`config.mk`:
```
export PLATFORM = sky130hd
export DESIGN_NAME = ptr_filter
export DESIGN_NICKNAME = d
export VERILOG_FILES = /design/src/rtl/ptr_pkg.sv /design/src/rtl/ptr_watermark.sv /design/src/rtl/ptr_decide.sv /design/src/rtl/ptr_emit.sv /design/src/rtl/ptr_filter.sv
export SDC_FILE = /design/constraint.sdc
export NUM_CORES = 1
export LEC_CHECK = 0
export BUFFER_PORTS_ARGS = -buffer_cell sky130_fd_sc_hd__buf_2
export CAP_MARGIN = 20
export CORE_MARGIN = 4
export CORE_UTILIZATION = 46
export DETAILED_ROUTE_END_ITERATION = 16
export PLACE_DENSITY = 0.71
export SLEW_MARGIN = 20
export SYNTH_ARGS = -nofsm -noshare
export SYNTH_HDL_FRONTEND = slang
export SYNTH_SLANG_ARGS = --single-unit
```
`constraint.sdc`:
```
create_clock -name clk_i -period 3.1 [get_ports clk_i]
set_input_delay 0.31 -clock clk_i [delete_from_list [all_inputs] [get_ports clk_i]]
set_output_delay 0.31 -clock clk_i [all_outputs]
set_load 0.02 [all_outputs]
```
`src/rtl/ptr_pkg.sv`:
```
package ptr_pkg;
  typedef enum logic [1:0] {
    DEP_RAW = 2'd0,
    DEP_WAR = 2'd1,
    DEP_WAW = 2'd2,
    DEP_RSV = 2'd3
  } dep_kind_e;
endpackage

```
`src/rtl/ptr_watermark.sv`:
```
module ptr_watermark #(
  parameter int N_THR = 4,
  parameter int TS_W  = 24,
  parameter int TID_W = 2
) (
  input  logic             clk_i,
  input  logic             rst_ni,
  input  logic [TID_W-1:0] rd_tid_i,
  input  logic             upd_i,
  input  logic [TID_W-1:0] upd_tid_i,
  input  logic [TS_W-1:0]  upd_ts_i,
  output logic [TS_W-1:0]  rd_ts_o
);
  logic [TS_W-1:0] wm [N_THR];

  for (genvar t = 0; t < N_THR; t++) begin : g_thr
    logic [TS_W-1:0] q;
    always_ff @(posedge clk_i or negedge rst_ni) begin
      if (!rst_ni) q <= '0;
      else if (upd_i && upd_tid_i == TID_W'(t)) q <= upd_ts_i;
    end
    assign wm[t] = q;
  end

  if (N_THR == 2 ** TID_W) begin : g_full
    assign rd_ts_o = wm[rd_tid_i];
  end else begin : g_part
    assign rd_ts_o = (32'(rd_tid_i) < N_THR) ? wm[rd_tid_i] : '0;
  end
endmodule

```
`src/rtl/ptr_decide.sv`:
```
module ptr_decide
  import ptr_pkg::*;
#(
  parameter int N_THR = 4,
  parameter int TS_W  = 24,
  parameter int TID_W = 2
) (
  input  logic             valid_i,
  input  logic             tso_i,
  input  logic [TID_W-1:0] tid_i,
  input  logic [TS_W-1:0]  ts_i,
  input  logic [1:0]       kind_i,
  input  logic             rmv_i,
  input  logic [TS_W-1:0]  wm_ts_i,
  output logic             fwd_o,
  output logic             upd_o,
  output logic             rmv_eff_o
);
  logic tid_ok, kind_ok, newer;

  if (N_THR == 2 ** TID_W) begin : g_tid_full
    assign tid_ok = 1'b1;
  end else begin : g_tid_chk
    assign tid_ok = 32'(tid_i) < N_THR;
  end

  always_comb begin
    kind_ok   = dep_kind_e'(kind_i) != DEP_RSV;
    // removable WAR only meaningful under TSO
    rmv_eff_o = tso_i && dep_kind_e'(kind_i) == DEP_WAR && rmv_i;
    newer     = ts_i > wm_ts_i;
    fwd_o     = valid_i && kind_ok && tid_ok && (rmv_eff_o || newer);
    upd_o     = fwd_o && !rmv_eff_o;
  end
endmodule

```
`src/rtl/ptr_emit.sv`:
```
module ptr_emit #(
  parameter int TS_W  = 24,
  parameter int TID_W = 2,
  parameter int IC_W  = 64,
  parameter int SEQ_W = 8
) (
  input  logic             clk_i,
  input  logic             rst_ni,
  input  logic             fwd_i,
  input  logic             rmv_i,
  input  logic [TID_W-1:0] tid_i,
  input  logic [TS_W-1:0]  ts_i,
  input  logic [IC_W-1:0]  ic_i,
  input  logic [1:0]       kind_i,
  output logic             valid_o,
  output logic [TID_W-1:0] tid_o,
  output logic [TS_W-1:0]  ts_o,
  output logic [IC_W-1:0]  ic_o,
  output logic [1:0]       kind_o,
  output logic             rmv_o,
  output logic [SEQ_W-1:0] seq_o,
  output logic [IC_W-1:0]  icd_o
);
  logic [SEQ_W-1:0] seq_q;
  logic [IC_W-1:0]  last_ic_q;

  always_ff @(posedge clk_i or negedge rst_ni) begin
    if (!rst_ni) begin
      valid_o   <= 1'b0;
      tid_o     <= '0;
      ts_o      <= '0;
      ic_o      <= '0;
      kind_o    <= '0;
      rmv_o     <= 1'b0;
      seq_o     <= '0;
      icd_o     <= '0;
      seq_q     <= '0;
      last_ic_q <= '0;
    end else begin
      valid_o <= fwd_i;
      if (fwd_i) begin
        tid_o     <= tid_i;
        ts_o      <= ts_i;
        ic_o      <= ic_i;
        kind_o    <= kind_i;
        rmv_o     <= rmv_i;
        seq_o     <= seq_q;
        icd_o     <= ic_i - last_ic_q;
        seq_q     <= seq_q + 1'b1;
        last_ic_q <= ic_i;
      end
    end
  end
endmodule

```
`src/rtl/ptr_filter.sv`:
```
module ptr_filter #(
  parameter int N_THR = 4,
  parameter int TS_W  = 24,
  parameter int IC_W  = 64,
  parameter int SEQ_W = 8,
  localparam int TID_W = (N_THR > 1) ? $clog2(N_THR) : 1
) (
  input  logic             clk_i,
  input  logic             rst_ni,
  input  logic             tso_mode_i,
  input  logic             ev_valid_i,
  input  logic [TID_W-1:0] ev_tid_i,
  input  logic [TS_W-1:0]  ev_ts_i,
  input  logic [IC_W-1:0]  ev_ic_i,
  input  logic [1:0]       ev_kind_i,
  input  logic             ev_rmv_i,
  output logic             out_valid_o,
  output logic [TID_W-1:0] out_tid_o,
  output logic [TS_W-1:0]  out_ts_o,
  output logic [IC_W-1:0]  out_ic_o,
  output logic [1:0]       out_kind_o,
  output logic             out_rmv_o,
  output logic [SEQ_W-1:0] out_seq_o,
  output logic [IC_W-1:0]  out_icd_o
);
  logic [TS_W-1:0] wm_ts;
  logic            fwd, upd, rmv_eff;

  ptr_watermark #(.N_THR(N_THR), .TS_W(TS_W), .TID_W(TID_W)) u_wm (
    .clk_i, .rst_ni,
    .rd_tid_i (ev_tid_i),
    .upd_i    (upd),
    .upd_tid_i(ev_tid_i),
    .upd_ts_i (ev_ts_i),
    .rd_ts_o  (wm_ts)
  );

  ptr_decide #(.N_THR(N_THR), .TS_W(TS_W), .TID_W(TID_W)) u_dec (
    .valid_i  (ev_valid_i),
    .tso_i    (tso_mode_i),
    .tid_i    (ev_tid_i),
    .ts_i     (ev_ts_i),
    .kind_i   (ev_kind_i),
    .rmv_i    (ev_rmv_i),
    .wm_ts_i  (wm_ts),
    .fwd_o    (fwd),
    .upd_o    (upd),
    .rmv_eff_o(rmv_eff)
  );

  ptr_emit #(.TS_W(TS_W), .TID_W(TID_W), .IC_W(IC_W), .SEQ_W(SEQ_W)) u_emit (
    .clk_i, .rst_ni,
    .fwd_i  (fwd),
    .rmv_i  (rmv_eff),
    .tid_i  (ev_tid_i),
    .ts_i   (ev_ts_i),
    .ic_i   (ev_ic_i),
    .kind_i (ev_kind_i),
    .valid_o(out_valid_o),
    .tid_o  (out_tid_o),
    .ts_o   (out_ts_o),
    .ic_o   (out_ic_o),
    .kind_o (out_kind_o),
    .rmv_o  (out_rmv_o),
    .seq_o  (out_seq_o),
    .icd_o  (out_icd_o)
  );
endmodule

```
-- Word level (Yosys, flattened, before mapping)
Index checks and enable logic that the tools add are counted.
- register bits: 270
- latch bits: 0
- bits in writable memories: 0
- bits in read-only memories: 0
- bits of input ports: 97
- output and inout bits: 166
- word-level logic and storage cells: 38
- memories: 0
- $add $sub $neg: 2
- multiply operators: 0
- divide/modulo/power cells: 0
- order comparisons: 2
- eq/ne operators: 5
- shift operators: 0
- mux-type cells: 3
- bitwise gates (word level): 1
- reductions and logical operators: 12
- operator list (kind ; count):
    $sub 64x64->64 ; 1
    $bmux 24 s2 ; 1
    $mux 24 ; 2
    $gt 24x24->1 ; 1
    $logic_and 1x1->1 ; 9
    $add 8x1->8 const B ; 1
    $eq 2x1->1 const B ; 2
    $eq 2x2->1 const B ; 2
    $ge 3x3->1 const B ; 1
    $not 2->3 ; 1
    $logic_not 2->1 ; 1
    $ne 2x2->1 const B ; 1
    $logic_not 1->1 ; 1
    $logic_or 1x1->1 ; 1

-- Logic depth before layout (Yosys ltp)
- depth in word-level cells: 9
- gate-level depth with buffers: 18
- mapped depth without buffers: 13

-- Cells and area by module
A second synthesis with hierarchy kept.
- cell total of the unflattened synthesis: 1409
- area total of the unflattened synthesis: 15107.0 um2
- modules (own cells, without submodules) (module ; instances ; cells an instance ; area an instance (um2) ; seq. area each (um2)):
    ptr_emit ; 1 ; 1085 ; 10289.9 ; 4354.2
    ptr_watermark ; 1 ; 234 ; 4171.5 ; 2402.3
    ptr_decide ; 1 ; 90 ; 645.6 ; 0.0

-- Worst setup path after synthesis
OpenSTA, ideal clock, no wires.
- path type: input to register
- from: input port ev_tid_i[0]
- to: register u_wm.g_thr[2].q[10]
- library setup time: 0.125 ns
- arrival: 4.214 ns
- required time: 2.975 ns
- path slack: -1.238 ns
- stages: 17
- path buffers: 4
- cells stage by stage: clkbuf_1 > buf_1 > mux4_2 > inv_1 > ha_1 > a21o_1 > a21o_1 > a21oi_1 > o21a_1 > nor2_1 > a211oi_1 > or2_1 > buf_2 > inv_2 > nand4b_1 > buf_2 > mux2_2
- cells in the longest elaborated chain, start to end: 9
- elaborated cells on any way between the ends: 10
- those cells by class: order compare: 1; eq/ne: 1; mux: 3; bitwise: 1; reduce/logical: 4
- RTL lines (item ; RTL line ; RTL):
    start: declaration ; ptr_filter.sv:12 ; input logic [TID_W-1:0] ev_tid_i,
    $not 2->3 (not written as such) ; ptr_watermark.sv:26 ; assign rd_ts_o = wm[rd_tid_i];
    $bmux 24 s2 ; ptr_watermark.sv:26 ;
    $mux 24 (not written as such) (2 in a row) ; ptr_watermark.sv:26 ;
    $gt 24x24->1 ; ptr_decide.sv:31 ; newer = ts_i > wm_ts_i;
    $logic_or 1x1->1 ; ptr_decide.sv:32 ; fwd_o = valid_i && kind_ok && tid_ok && (rmv_eff_o || newer);
    $logic_and 1x1->1 ; ptr_decide.sv:32 ;
    $logic_and 1x1->1 ; ptr_decide.sv:33 ; upd_o = fwd_o && !rmv_eff_o;
    $logic_and 1x1->1 * ; ptr_watermark.sv:20 ; else if (upd_i && upd_tid_i == TID_W'(t)) q <= upd_ts_i;
    end signal: assignment ; ptr_watermark.sv:20 ;
    end: declaration ; ptr_watermark.sv:17 ; logic [TS_W-1:0] q;
Every way passes the cells marked *; elsewhere a longest branch is shown, timed or not. The select of a mux whose other input is x is not followed.
A chain may end at the register's enable or synchronous reset.

-- Worst setup path after layout
- from: register u_wm.g_thr[3].q[13]
- to: register u_emit.icd_o[19]
- cells in the longest elaborated chain, start to end: 6
- RTL lines (item ; RTL line ; RTL):
    start: declaration ; ptr_watermark.sv:17 ;
    start signal: assignment ; ptr_watermark.sv:20 ;
    $bmux 24 s2 ; ptr_watermark.sv:26 ;
    $mux 24 (not written as such) (2 in a row) ; ptr_watermark.sv:26 ;
    $gt 24x24->1 ; ptr_decide.sv:31 ;
    $logic_or 1x1->1 ; ptr_decide.sv:32 ;
    $logic_and 1x1->1 ; ptr_decide.sv:32 ;
    end signal: assignment ; ptr_emit.sv:48 ; icd_o <= ic_i - last_ic_q;
    end: declaration ; ptr_emit.sv:22 ; output logic [IC_W-1:0] icd_o
No other way between the ends. The select of a mux whose other input is x is not followed.

==> run_results.csv <==
group,metric,value,unit
worst_setup_path,startpoint,"u_wm.g_thr[3].q[13]",
logic_synthesis,synth-xor-area-share,0.03296,
logic_synthesis,synth-edff-count,0,
logic_synthesis,synth.avg_cell_area,9.709,sq um
timing,min_period,3534,ps
clock_network,clk_pin_slew,70,ps
global_route,grt_usage,0.2453,
route,vias_per_cell,5.603,
worst_setup_path,crit_chain,"mux4_2 > inv_2 > ha_4 > a21o_1 > a21o_1 > a21oi_1 > o21a_1 > nor2_1 > a211oi_2 > or2_4 > buf_4 > buf_12 > buf_12 > buf_12 > clkbuf_16 > clkbuf_16 > nand2_1 > o21ai_0",
timing,setup_slack,-434.5,ps
logic_synthesis,synth_top_family_by_area,"compound AO/OA/AOI/OAI gates",
worst_setup_path,startpoint_type,"register",
clock_network,cts_sinks,270,
logic_synthesis,synthAdderAreaFrac,0.07402,
logic_synthesis,synth_top_area_share,0.4461,
finish,nets,2234,
logic_synthesis,async_flop_share,1.000,
timing,whs,15.93,ps
placement,place_congestion,0.9343,
route,wire_per_inst,19.84,um
placement,dp_hpwl,31970,um
floorplan,die_width,189.5,um
clock_network,cts_tree,"built",
worst_setup_path,reg2reg_slack,-430,ps
logic_synthesis,synth_compound_area_frac,0.1519,
route,route.detailed.drc,0,
timing,period_share,1.140,
floorplan,core,32540,sq um
power_and_ir_drop,leakagePower,0.01051,uW
placement,pre_cts_slack,-599.8,ps
clock_network,htree_levels,1,
timing,max_freq,0.2829,GHz
global_route,grt_start_max_net_pins,84,
timing,setup_violations,269,
power_and_ir_drop,power_frac_seq,0.272,
floorplan,fp.dieH,189.5,um
finish,area_growth_syn_to_layout,40.84,%
floorplan,ios,263,
power_and_ir_drop,swShare,0.4250,
finish,most-common-layout-cells,"nand2_1 (288), dfrtp_1 (270), buf_2 (259), buf_4 (148), o21ai_0 (121)",
worst_setup_path,end_kind,"register",
worst_setup_path,crit_slowest_cell,"mux4_2",
timing,worst_slew_pin_slew,676.2,ps
floorplan,initial_core_util,0.4655,
power_and_ir_drop,power.density,1078,nW/um^2
timing,skew,24.36,ps
timing,hold_viol_final,0,
finish,layout_commonest_cell,"nand2_1",
global_route,grt_pass1_wl,72860,um
route,drt_iter0_drc,914,
worst_setup_path,cp.required,3580,ps
logic_synthesis,synth.top_cells.by_area,"dfrtp_1 (45%), mux2_2 (7.3%), ha_1 (7.3%)",
logic_synthesis,synth_cell_types,69,
worst_setup_path,crit_arrival,4010,ps
timing,rsz0062_at_grt,"yes",
power_and_ir_drop,p_switching,9775,uW
logic_synthesis,synth_simple_gate_area_frac,0.1361,
worst_hold_path,hold_start,"ev_ic_i[6]",
worst_setup_path,crit_type,"reg -> reg",
floorplan,die_area,35890,sq um
logic_synthesis,syn_area,15150,sq um
status,violations,"negative setup slack",
global_route,antenna_found_initial,2,
power_and_ir_drop,peakVddDrop,730.4,uV
run,max_cap_viol_count,0,
worst_hold_path,hold_class,"in -> reg",
worst_setup_path,cp_slowest_stage_delay,520,ps
power_and_ir_drop,pwr-share-clk,0.157,
clock_network,clock_latency,570,ps
global_route,grt_pass1_vias,14010,
logic_synthesis,syn_nets,1746,
worst_setup_path,crit_path_max_fanout,8,
power_and_ir_drop,p_int,13230,uW
logic_synthesis,ys_ff_latch,270,
worst_setup_path,reg2reg_from,"u_wm.g_thr[3].q[13]",
floorplan,num_rows,66,
route,drt_wl_total,49920,um
clock_network,clock-root-buffer,"clkbuf_16",
clock_network,cts_inserted_buffers,31,
logic_synthesis,synth_top_area_cell,"dfrtp_1",
finish,final_layout_size_suffix_gt1_frac,0.3523,
power_and_ir_drop,p_comb_frac,0.571,
logic_synthesis,yosysSeqAreaShare,0.4461,
route,route.vias.total,14100,
timing,maxSlewViolCount,0,
logic_synthesis,ys_warn_count,0,
worst_setup_path,crit_top_cell,"buf_12",
logic_synthesis,ys.flop_type,"dfrtp_1",
timing,relSlewSlack,0.5492,
logic_synthesis,synthMuxAreaShare,0.1086,
global_route,overflow,0,
route,final_antenna_net_count,0,
placement,portBuffers,262,
clock_network,cts_buffer_depth,3,
route,drtPass1Iterations,5,
logic_synthesis,synthCells,1560,
status,status,"finished with violations",
-- worst max-delay path, delay by kind of cell, from the launching register on --
| kind | cells | cell delay [ps] |
|---|---|---|
| buffers and inverters | 7 | 920 |
| and+or+nand+nor | 3 | 340 |
| DFF | 1 | 420 |
| adders and majority gates | 1 | 200 |
| muxes | 1 | 520 |
| AOI/OAI and AO/OA | 6 | 1020 |
-- layout make-up --
cell class | instances | area, sq um
antenna | 2 | 5.005
inverter | 114 | 432.9
tap | 442 | 553.0
clock inverter | 14 | 115.1
multi-input combinational | 1095 | 8292
timing repair buffer | 536 | 4287
sequential | 270 | 6756
clock buffer | 43 | 890.9
fill | 2505 | 11200
-- cell usage after synthesis (4+ instances only) --
master,number
mux2_2,98
a21o_1,39
buf_2,25
nor2_1,34
and3_1,6
dfrtp_1,270
nand2b_1,16
o31ai_1,12
nand2_1,290
nand4_1,36
o2111ai_1,5
a211oi_1,8
a2111o_1,4
or3_1,5
o21ai_0,142
o21bai_1,19
nand3_1,15
nor3_1,10
mux4_2,24
nor2b_1,4
a211o_1,4
inv_1,112
xor2_1,19
and2_1,4
ha_1,88
a21oi_1,84
o21a_1,8
xnor2_1,38
a31oi_1,9
nor4_1,6
clkbuf_1,54
or2_2,5
o211ai_1,10
or4_1,5
-- repair_timing --
action,4_1_cts,5_1_grt
cloned,4,22
hold buffers,64,0
pin swaps,9,35
endpoints found under the setup margin,261,269
setup buffers,15,28
endpoints found under the hold margin,142,0
gates resized for setup,95,106
-- registers in the layout, indices dropped and copies added (netlist names) --
register and count:
u_emit.ts_o 24, u_emit.rmv_o 1, u_emit.tid_o 2, u_emit.valid_o 1, u_emit.icd_o 64, u_emit.seq_q 8, u_emit.ic_o 64, u_wm.g_thr.q 96
u_emit.seq_o 8, u_emit.kind_o 2
-- metal layers --
metal	up-vias	GRT usage	routed length, um
met5	-	0	14
met4	2	0.07401	1769
met3	137	0.04554	3683
met2	586	0.4153	24260
met1	6915	0.3226	20190
li1	6456	-	-
-- cell families (layout without fill, tap and decap cells) --
| kind of cell | Yosys count | in the layout |
|---|---|---|
| AOI/OAI and AO/OA | 374 | 374 |
| xor gates and xnor gates | 57 | 57 |
| adders and majority gates | 89 | 89 |
| buffers and inverters | 195 | 707 |
| DFF | 270 | 270 |
| muxes | 122 | 122 |
| other | 0 | 2 |
| and+or+nand+nor | 453 | 453 |
-- power groups by stage --
stage,clock [uW],combinational (uW),sequential [uW]
after floorplan,0,6020,7210
after global placement,0,10900,6150
after detailed placement,0,11100,6190
after CTS,3670,11800,6170
after global routing,3820,14100,6420
final,3610,13100,6250
-- stage by stage --
step	total power, uW	instances	TNS [ps]	utilization	instance area [sq um]
after floorplan	13230	1560	-20620	-	15370
after global placement	17040	2330	-99430	0.5540	18030
after detailed placement	17290	2330	-123730	0.5540	18030
after CTS	21610	2469	-5510	0.6228	20260
after global routing	24380	2515	-72390	0.6556	21330
final	23000	2516	-58920	0.6556	21330
-- worst paths after layout --
kind	to	cells past startpoint
max	u_emit.icd_o[19]	18
min	u_emit.ic_o[6]	3
max reg2reg	u_emit.icd_o[19]	18
min reg2reg	u_emit.icd_o[22]	2
max in group asynchronous	u_emit.tid_o[0]	3
min in group asynchronous	u_emit.seq_o[6]	2
Power figures use the tool's default switching activity.
